### src/rtl/card_slot_pkg.sv
// Package: shared selector type for the card-slot register block.
// Assumes word-granular addressing; the decoder maps offsets onto these codes.
package card_slot_pkg;

    typedef enum logic [2:0] {
        SEL_IDENT  = 3'd0,
        SEL_ZERO   = 3'd1,
        SEL_STATUS = 3'd2,
        SEL_DECODE = 3'd3,
        SEL_NONE   = 3'd4
    } reg_sel_e;

endpackage

### src/rtl/card_slot_decode.sv
// Module: card_slot_decode
// Turns a word offset into a register selector and flags a clearing write
// aimed at the status word. Assumes one access per cycle; purely combinational.
module card_slot_decode
    import card_slot_pkg::*;
#(
    parameter int ADDR_W      = 4,
    parameter int IDENT_WORD  = 0,
    parameter int ZERO_WORD   = 1,
    parameter int STATUS_WORD = 2,
    parameter int DECODE_WORD = 3
) (
    input  logic [ADDR_W-1:0] addr_i,
    input  logic              wr_i,
    output reg_sel_e          sel_o,
    output logic              status_wr_o
);

    localparam logic [ADDR_W-1:0] A_IDENT  = ADDR_W'(IDENT_WORD);
    localparam logic [ADDR_W-1:0] A_ZERO   = ADDR_W'(ZERO_WORD);
    localparam logic [ADDR_W-1:0] A_STATUS = ADDR_W'(STATUS_WORD);
    localparam logic [ADDR_W-1:0] A_DECODE = ADDR_W'(DECODE_WORD);

    // Map the offset to one of the defined words, else to "none".
    always_comb begin
        unique case (addr_i)
            A_IDENT:  sel_o = SEL_IDENT;
            A_ZERO:   sel_o = SEL_ZERO;
            A_STATUS: sel_o = SEL_STATUS;
            A_DECODE: sel_o = SEL_DECODE;
            default:  sel_o = SEL_NONE;
        endcase
    end

    // A write that lands on the status word is a candidate clear.
    assign status_wr_o = wr_i && (sel_o == SEL_STATUS);

endmodule

### src/rtl/card_slot_status.sv
// Module: card_slot_status
// Holds the status word: a level-following bit for write protect and a
// sticky, write-one-to-clear bit for card insertion. Set wins over clear.
// Assumes WP_BIT and CARD_BIT are distinct and below DATA_W.
module card_slot_status #(
    parameter int DATA_W   = 32,
    parameter int WP_BIT   = 0,
    parameter int CARD_BIT = 3
) (
    input  logic              clk,
    input  logic              rst_n,
    input  logic              wp_in,
    input  logic              card_in,
    input  logic              clr_wr_i,
    input  logic [DATA_W-1:0] clr_data_i,
    output logic [DATA_W-1:0] status_o,
    output logic              card_flag_o
);

    localparam logic [DATA_W-1:0] LEVEL_MASK  = DATA_W'(1) << WP_BIT;
    localparam logic [DATA_W-1:0] STICKY_MASK = DATA_W'(1) << CARD_BIT;

    logic [DATA_W-1:0] level_q;
    logic [DATA_W-1:0] sticky_q;
    logic [DATA_W-1:0] set_vec;
    logic [DATA_W-1:0] clr_vec;
    logic [DATA_W-1:0] level_vec;

    // Place each slot input at its bit, one bit per position.
    for (genvar b = 0; b < DATA_W; b++) begin : g_bits
        if (b == CARD_BIT) begin : g_card
            assign set_vec[b]   = card_in;
            assign level_vec[b] = 1'b0;
        end else if (b == WP_BIT) begin : g_wp
            assign set_vec[b]   = 1'b0;
            assign level_vec[b] = wp_in;
        end else begin : g_rsvd
            assign set_vec[b]   = 1'b0;
            assign level_vec[b] = 1'b0;
        end
    end

    // Only a write addressed to this word may clear anything.
    assign clr_vec = clr_wr_i ? clr_data_i : '0;

    // Sample the level inputs every cycle.
    always_ff @(posedge clk) begin
        if (!rst_n) level_q <= '0;
        else        level_q <= level_vec & LEVEL_MASK;
    end

    // Sticky bits: clear where written one, then set where active (set wins).
    always_ff @(posedge clk) begin
        if (!rst_n) sticky_q <= '0;
        else        sticky_q <= ((sticky_q & ~clr_vec) | set_vec) & STICKY_MASK;
    end

    assign status_o    = level_q | sticky_q;
    assign card_flag_o = sticky_q[CARD_BIT];

    // the protect bit is last cycle's input level.
    p_wp_follow_r2: assert property (@(posedge clk) disable iff (!rst_n)
        $past(rst_n) |-> (status_o[WP_BIT] == $past(wp_in)));

    // an active detect sets the flag on that edge.
    p_card_set_r3: assert property (@(posedge clk) disable iff (!rst_n)
        card_in |=> card_flag_o);

    // without a clearing write the flag holds.
    p_card_sticky_r3: assert property (@(posedge clk) disable iff (!rst_n)
        (card_flag_o && !(clr_wr_i && clr_data_i[CARD_BIT])) |=> card_flag_o);

    // a clearing write with no detect drops the flag.
    p_card_clear_r4: assert property (@(posedge clk) disable iff (!rst_n)
        (clr_wr_i && clr_data_i[CARD_BIT] && !card_in) |=> !card_flag_o);

    // detect and clear together leave the flag set.
    p_set_wins_r6: assert property (@(posedge clk) disable iff (!rst_n)
        (clr_wr_i && card_in) |=> card_flag_o);

endmodule

### src/rtl/card_slot_rdport.sv
// Module: card_slot_rdport
// Registers the read data and the error pulse for one access per cycle.
// Assumes the selector is decoded from the same cycle's offset.
module card_slot_rdport
    import card_slot_pkg::*;
#(
    parameter int              DATA_W     = 32,
    parameter logic [DATA_W-1:0] IDENT_VAL  = 32'h4103_4003,
    parameter logic [DATA_W-1:0] DECODE_VAL = 32'h0000_0011
) (
    input  logic              clk,
    input  logic              rst_n,
    input  logic              rd_i,
    input  logic              wr_i,
    input  reg_sel_e          sel_i,
    input  logic [DATA_W-1:0] status_i,
    output logic [DATA_W-1:0] rdata_o,
    output logic              err_o
);

    logic [DATA_W-1:0] mux_val;

    // Choose the word for the selected offset; undefined ones give zero.
    always_comb begin
        unique case (sel_i)
            SEL_IDENT:  mux_val = IDENT_VAL;
            SEL_STATUS: mux_val = status_i;
            SEL_DECODE: mux_val = DECODE_VAL;
            default:    mux_val = '0;
        endcase
    end

    // Capture read data, zero when no read is in progress.
    always_ff @(posedge clk) begin
        if (!rst_n) rdata_o <= '0;
        else        rdata_o <= rd_i ? mux_val : '0;
    end

    // Raise a one-cycle error for any access outside the defined words.
    always_ff @(posedge clk) begin
        if (!rst_n) err_o <= 1'b0;
        else        err_o <= (rd_i || wr_i) && (sel_i == SEL_NONE);
    end

endmodule

### src/rtl/card_slot_regs.sv
// Module: card_slot_regs (top)
// Board-control register window for a card slot: fixed identity and decode
// words, a status word with write protect and sticky insertion, and an
// insertion interrupt. Assumes one read or write per cycle, word offsets.
module card_slot_regs
    import card_slot_pkg::*;
#(
    parameter int                ADDR_W     = 4,
    parameter int                DATA_W     = 32,
    parameter int                WP_BIT     = 0,
    parameter int                CARD_BIT   = 3,
    parameter logic [DATA_W-1:0] IDENT_VAL  = 32'h4103_4003,
    parameter logic [DATA_W-1:0] DECODE_VAL = 32'h0000_0011
) (
    input  logic              clk,
    input  logic              rst_n,
    input  logic [ADDR_W-1:0] bus_addr,
    input  logic              bus_rd,
    input  logic              bus_wr,
    input  logic [DATA_W-1:0] bus_wdata,
    output logic [DATA_W-1:0] bus_rdata,
    output logic              bus_err,
    input  logic              wp_in,
    input  logic              card_in,
    output logic              card_irq
);

    localparam int LAST_WORD = 3;

    reg_sel_e          sel;
    logic              status_wr;
    logic [DATA_W-1:0] status;
    logic              card_flag;

    card_slot_decode #(
        .ADDR_W (ADDR_W)
    ) u_decode (
        .addr_i      (bus_addr),
        .wr_i        (bus_wr),
        .sel_o       (sel),
        .status_wr_o (status_wr)
    );

    card_slot_status #(
        .DATA_W   (DATA_W),
        .WP_BIT   (WP_BIT),
        .CARD_BIT (CARD_BIT)
    ) u_status (
        .clk         (clk),
        .rst_n       (rst_n),
        .wp_in       (wp_in),
        .card_in     (card_in),
        .clr_wr_i    (status_wr),
        .clr_data_i  (bus_wdata),
        .status_o    (status),
        .card_flag_o (card_flag)
    );

    card_slot_rdport #(
        .DATA_W     (DATA_W),
        .IDENT_VAL  (IDENT_VAL),
        .DECODE_VAL (DECODE_VAL)
    ) u_rdport (
        .clk      (clk),
        .rst_n    (rst_n),
        .rd_i     (bus_rd),
        .wr_i     (bus_wr),
        .sel_i    (sel),
        .status_i (status),
        .rdata_o  (bus_rdata),
        .err_o    (bus_err)
    );

    // Interrupt is the insertion flag itself.
    assign card_irq = card_flag;

    // the identity word appears one cycle after its read.
    p_ident_read_r1: assert property (@(posedge clk) disable iff (!rst_n)
        (bus_rd && bus_addr == '0) |=> (bus_rdata == IDENT_VAL));

    // no read means zero data next cycle.
    p_quiet_bus_r1: assert property (@(posedge clk) disable iff (!rst_n)
        !bus_rd |=> (bus_rdata == '0));

    // a rising detect raises the interrupt next edge.
    p_irq_rise_r5: assert property (@(posedge clk) disable iff (!rst_n)
        card_in |=> card_irq);

    // out-of-window access gives an error and zero data.
    p_undef_err_r9: assert property (@(posedge clk) disable iff (!rst_n)
        ((bus_rd || bus_wr) && (bus_addr > ADDR_W'(LAST_WORD))) |=> (bus_err && bus_rdata == '0));

    // in-window accesses never error.
    p_no_err_r9: assert property (@(posedge clk) disable iff (!rst_n)
        (bus_addr <= ADDR_W'(LAST_WORD)) |=> !bus_err);

endmodule

### config.mk
export PLATFORM = sky130hd
export DESIGN_NAME = card_slot_regs
export DESIGN_NICKNAME = d
export VERILOG_FILES = /design/src/rtl/card_slot_pkg.sv /design/src/rtl/card_slot_decode.sv /design/src/rtl/card_slot_status.sv /design/src/rtl/card_slot_rdport.sv /design/src/rtl/card_slot_regs.sv
export SDC_FILE = /design/constraint.sdc
export NUM_CORES = 1
export LEC_CHECK = 0
export ABC_CLOCK_PERIOD_IN_PS = 1100
export CAP_MARGIN = 40
export CORE_MARGIN = 1
export CORE_UTILIZATION = 23
export DETAILED_ROUTE_END_ITERATION = 7
export MAX_ROUTING_LAYER = met4
export PLACE_DENSITY = 0.95
export RECOVER_POWER = 25
export SLEW_MARGIN = 30
export SYNTH_ARGS = -nofsm -noshare
export SYNTH_HDL_FRONTEND = slang
export SYNTH_SLANG_ARGS = --single-unit
### constraint.sdc
create_clock -name clk -period 1.1 [get_ports clk]
set_input_delay 0.11 -clock clk [delete_from_list [all_inputs] [get_ports clk]]
set_output_delay 0.11 -clock clk [all_outputs]
set_load 0.01 [all_outputs]
# Yosys cells after proc, flatten, opt, wreduce, memory -nomap -nowiden
# Index checks and enable logic that the tools add are counted.
# totals
in_bits	42
out_inout_bits	34
regBits	66
# classes
n_bitwise	4
eq_ne	6
muxes	3
reduce_logical	6
# ops
op	count
$pmux 32 s3	1
$or 32x4->32	1
$pmux 3 s4	1
$eq 4x2->1 const B	2
$eq 3x2->1 const B	2
$and 4x4->4	1
$eq 4x1->1 const B	1
$logic_not 4->1	1
$mux 4	1
$not 4->4	1
$or 4x4->4	1
$eq 3x3->1 const B	1
$logic_not 3->1	1
$logic_and 1x1->1	2
$reduce_and 2->1	1
$logic_or 1x1->1	1

# Logic depth before layout (Yosys ltp)
# depth
ltp_word	8
ltp_mapped	2
ltp_nobuf	2

# Hierarchy
# From an unflattened synthesis, not the netlist that was laid out.
# unflattened
hier_cells	132
area_unflattened_um2	1525.2
# by_module_without_submodules
mod	area_each_um2	seq_area_each_um2	instances	cells_each
card_slot_rdport	1192.4	660.6	1	89
card_slot_status	297.8	40.0	1	38
card_slot_decode	35.0	0.0	1	5

# Least setup slack after synthesis
# OpenSTA, ideal clock, no wires.
# synth_timing
path_kind	reg2out
startpoint	reg u_rdport.rdata_o[24] (netlist name)
endpoint	out bus_rdata[14]
path_slack_ns	0.416
required_ns	0.990
n_path_buf	1
arrival_time_ns	0.574
path_stages_with_launch	2
cell_sequence	dfxtp_1 > buf_4
# synth_lines
item	line	rtl
end, declared	card_slot_regs.sv:21	output logic [DATA_W-1:0] bus_rdata,

# Worst setup path in the final report
# layout_timing
startpoint	reg u_rdport.rdata_o[24]
endpoint	out bus_rdata[24]
# layout_lines
item	line	rtl
start, declared	card_slot_rdport.sv:17	output logic [DATA_W-1:0] rdata_o,
start signal, assigned	card_slot_rdport.sv:36	else rdata_o <= rd_i ? mux_val : '0;
# No word-level cell between the ends.

==> impl_summary.txt <==
----------------------------------------------------
[Cells and area]
  Final standard cell utilization of the core ... 33.1%
  Number of antenna diodes ... 0
  Most common library cell in the layout ignoring fill and taps ... sky130_fd_sc_hd__conb_1
  Commonest non-fill, non-tap cells in the layout ... sky130_fd_sc_hd__conb_1 (23), sky130_fd_sc_hd__dlygate4sd2_1 (11), sky130_fd_sc_hd__clkdlybuf4s50_1 (8)
  Fillers ... 213
  Syn-to-layout area delta ... 30.0%
  Layout cells sized above 1 ... 8.45%
  Count of nets after finishing ... 114

[STA]
  Crit path setup slack, layout ... 0.0819 ns
  Final setup violation count ... 0
  Max-slew violation count ... 0
  Setup repair after global routing missed its margin ... no
  Final critical path time including I/O delays and setup ... 1.02 ns
  Final Hold Vio Count ... 0
  Tcrit/Tclk final ... 92.6%
  Max Clock Freq ... 982 MHz
  Clock tree skew after final layout ... 0.000120 ns

[Worst hold path]
  Worst hold path type ... in2reg
  Startpoint of the tightest hold check path ... wp_in
  Number of instances on the worst hold path ... 2
  Worst hold endpoint ... u_status.level_q[0]$_SDFF_PN0_

[Synthesis]
  Synth Register Bits ... 7
  Distinct cells, synth ... 15
  Number of warnings reported in the yosys synthesis log ... 0
  Sequential-to-total area share from yosys stat ... 30.5%
  Mapped cell area ... 459 um2
  Post-synthesis cell count ... 50
  Average cell area after synthesis ... 9.18 um2

[Placement]
  Count of buffers inserted at the top-level ports ... 21
  Post-detail-place hpwl ... 653 um
  Post-placement setup slack ... -0.0842 ns
  Placer Congestion ... 0.707

[Pwr]
  Leakage Power ... 0.000319 uW
  Fraction of power consumed by the clock network ... 37.3%
  Internal cell power ... 453 uW
  Combinational cell fraction of total power ... 19.1%
  Cell Pwr Density ... 1020 mW/mm2
  Switching part of the total ... 25.6%
  Sequential fraction of design power ... 43.7%
  P_sw ... 156 uW
  Maximum resistive drop on vdd ... 0.425 mV

[Global route]
  All-layer global routing usage ... 7.63%
  Vias in the first global route ... 269
  Pin count of the biggest net entering global routing ... 7
  Initial antenna violation count ... 0
  Global-route wire length before repair ... 1060 um
  Sum of overflow across all layers after global routing ... 0

[Route]
  DRC violations left ... 0
  First-pass DRT Iterations ... 2
  Wire per inst ... 7.86 um
  DRC marker count from the first detailed-route iteration ... 4
  Number of antenna-violating nets in the routed design ... 0
  Post-detailed-routing wire length ... 755 um
  Count of vias placed by the detailed router ... 326
  Via-to-Cell Ratio ... 3.40

[Setup path]
  Critical path class ... reg2out
  Worst setup slack for register-to-register paths ... 0.46 ns
  Top cell family by delay on the critical path ... flip-flops
  Worst reg2reg path depth ... 2
  Crit. End Element ... primary output
  End of the worst register-to-register path ... u_rdport.rdata_o[0]$_SDFF_PN0_
  Critical-path cell list ... dlygate4sd2_1
  Sort of element at the start of the critical path ... flop
  Reg2Reg Launch Point ... u_status.level_q[0]$_SDFF_PN0_
  Arr. time, crit path ... 0.91 ns
  Peak fanout along the critical path ... 6
  CP Buf/Inv Count ... 1
  Worst path slowest cell ... sky130_fd_sc_hd__dfxtp_1
  Worst endpoint required time ... 0.99 ns
  Critical Path Max Stage Delay ... 0.37 ns

[CTS]
  Number of cells upsized or downsized after cts ... 11
  Latest clock arrival within the worst-skew pair ... 0.25 ns
  Clock Path Buffers ... 2
  Count of hold buffers inserted by post-cts repair ... 0
  # Post-CTS Setup Buffers ... 0
  Deepest level of the CTS H-tree ... 1
  Clock sinks ... 7
  TritonCTS clock tree ... built
  Clock slew seen by the registers of the worst setup and hold paths ... 0.05 ns
  Root Driver ... sky130_fd_sc_hd__clkbuf_4
  Total clock buffers created by CTS ... 3

[Floorplan]
  Total Die Area ... 0.00218 mm2
  Height of the die ... 46.7 um
  Placement row count ... 15
  I/O pin total ... 76
  Area of the placeable core ... 0.00180 mm2
  Overall die width ... 46.7 um
  Starting density of the core ... 25.5%

[Flow run]
  Max-cap violations ... 0

[Run status]
  Outcome ... finished, final reports clean

----------------------------------------------------
[Yosys cell counts, drive strengths merged]
master | number | share of area (%)
conb | 1 | 0.82
o221a | 1 | 2.5
nor2b | 1 | 1.4
o21ai | 1 | 1.1
and3 | 1 | 1.4
nor2 | 1 | 0.82
nor3 | 2 | 2.2
and4b | 2 | 4.4
and4bb | 1 | 2.7
a211oi | 1 | 1.6
dfxtp | 7 | 31
buf | 28 | 46
and2 | 1 | 1.4
a21oi | 1 | 1.1
nand4bb | 1 | 2.5
[kinds of logic after synthesis]
kind of cell / count (synthesis) / synth area share, %
other cells: 1 / 0.817
flops: 7 / 30.5
compound gates: 4 / 6.27
simple gates: 10 / 16.6
buf+inv: 28 / 45.8
[state kept, by name, summed over array words and instances (netlist names)]
name	flops
u_status.level_q	1
u_rdport.rdata_o	4
u_rdport.err_o	1
u_status.sticky_q	1
[worst max-delay path by stage]
| stage | depth (start not counted) | from | endpoint | slack, ns |
|---|---|---|---|---|
| final | 1 | u_rdport.rdata_o[24]$_SDFF_PN0_ | bus_rdata[24] | 0.08 |
| after global routing | 1 | u_rdport.rdata_o[24]$_SDFF_PN0_ | bus_rdata[30] | 0.02 |
| after CTS | 1 | u_rdport.rdata_o[24]$_SDFF_PN0_ | bus_rdata[24] | 0.07 |
| after detailed placement | 3 | bus_addr[3] | u_rdport.rdata_o[3]$_SDFF_PN0_ | -0.08 |
| after global placement | 3 | bus_addr[3] | u_rdport.rdata_o[3]$_SDFF_PN0_ | -0.06 |
| after floorplan | 1 | u_rdport.rdata_o[24]$_SDFF_PN0_ | bus_rdata[14] | 0.42 |
[per-stage QoR]
stage | instance area (um2) | hold slack [ns] | total power, uW | TNS, ns | instances
finish | 597 | 0.452 | 609 | 0 | 96
global route | 597 | 0.468 | 651 | 0 | 96
CTS | 601 | 0.453 | 619 | 0 | 96
detailed placement | 588 | 0.480 | 395 | -0.163 | 92
global placement | 588 | 0.477 | 392 | -0.110 | 92
floorplan | 542 | 0.187 | 388 | 0 | 72
[area by class of cell]
| cell class | count | area, um2 | area share [%] |
|---|---|---|---|
| Multi-Input combinational cell | 37 | 191 | 32.1 |
| Clock buffer | 4 | 26.3 | 4.40 |
| Sequential cell | 7 | 140 | 23.5 |
| Tap cell | 25 | 31.3 | 5.24 |
| Timing Repair Buffer | 23 | 208 | 34.8 |
[metal layers]
metal / wire [um] / share of wire, % / up-vias / track usage [%]
met3: 119 / 16 / 0 / 3.14
met2: 369 / 49 / 30 / 12.5
li1: - / - / 157 / -
met4: 0 / 0 / 0 / 5.14
met5: 0 / 0 / - / -
met1: 265 / 35 / 139 / 7.23
[power by group through the flow]
stage                     clock (uW)  sequential, uW  combinational (uW)
after floorplan                    0             275                 113
after global placement             0             272                 120
after detailed placement           0             271                 124
after CTS                        235             266                 118
after global routing             256             267                 128
final                            227             266                 116
(Power assumes the default switching activity.)
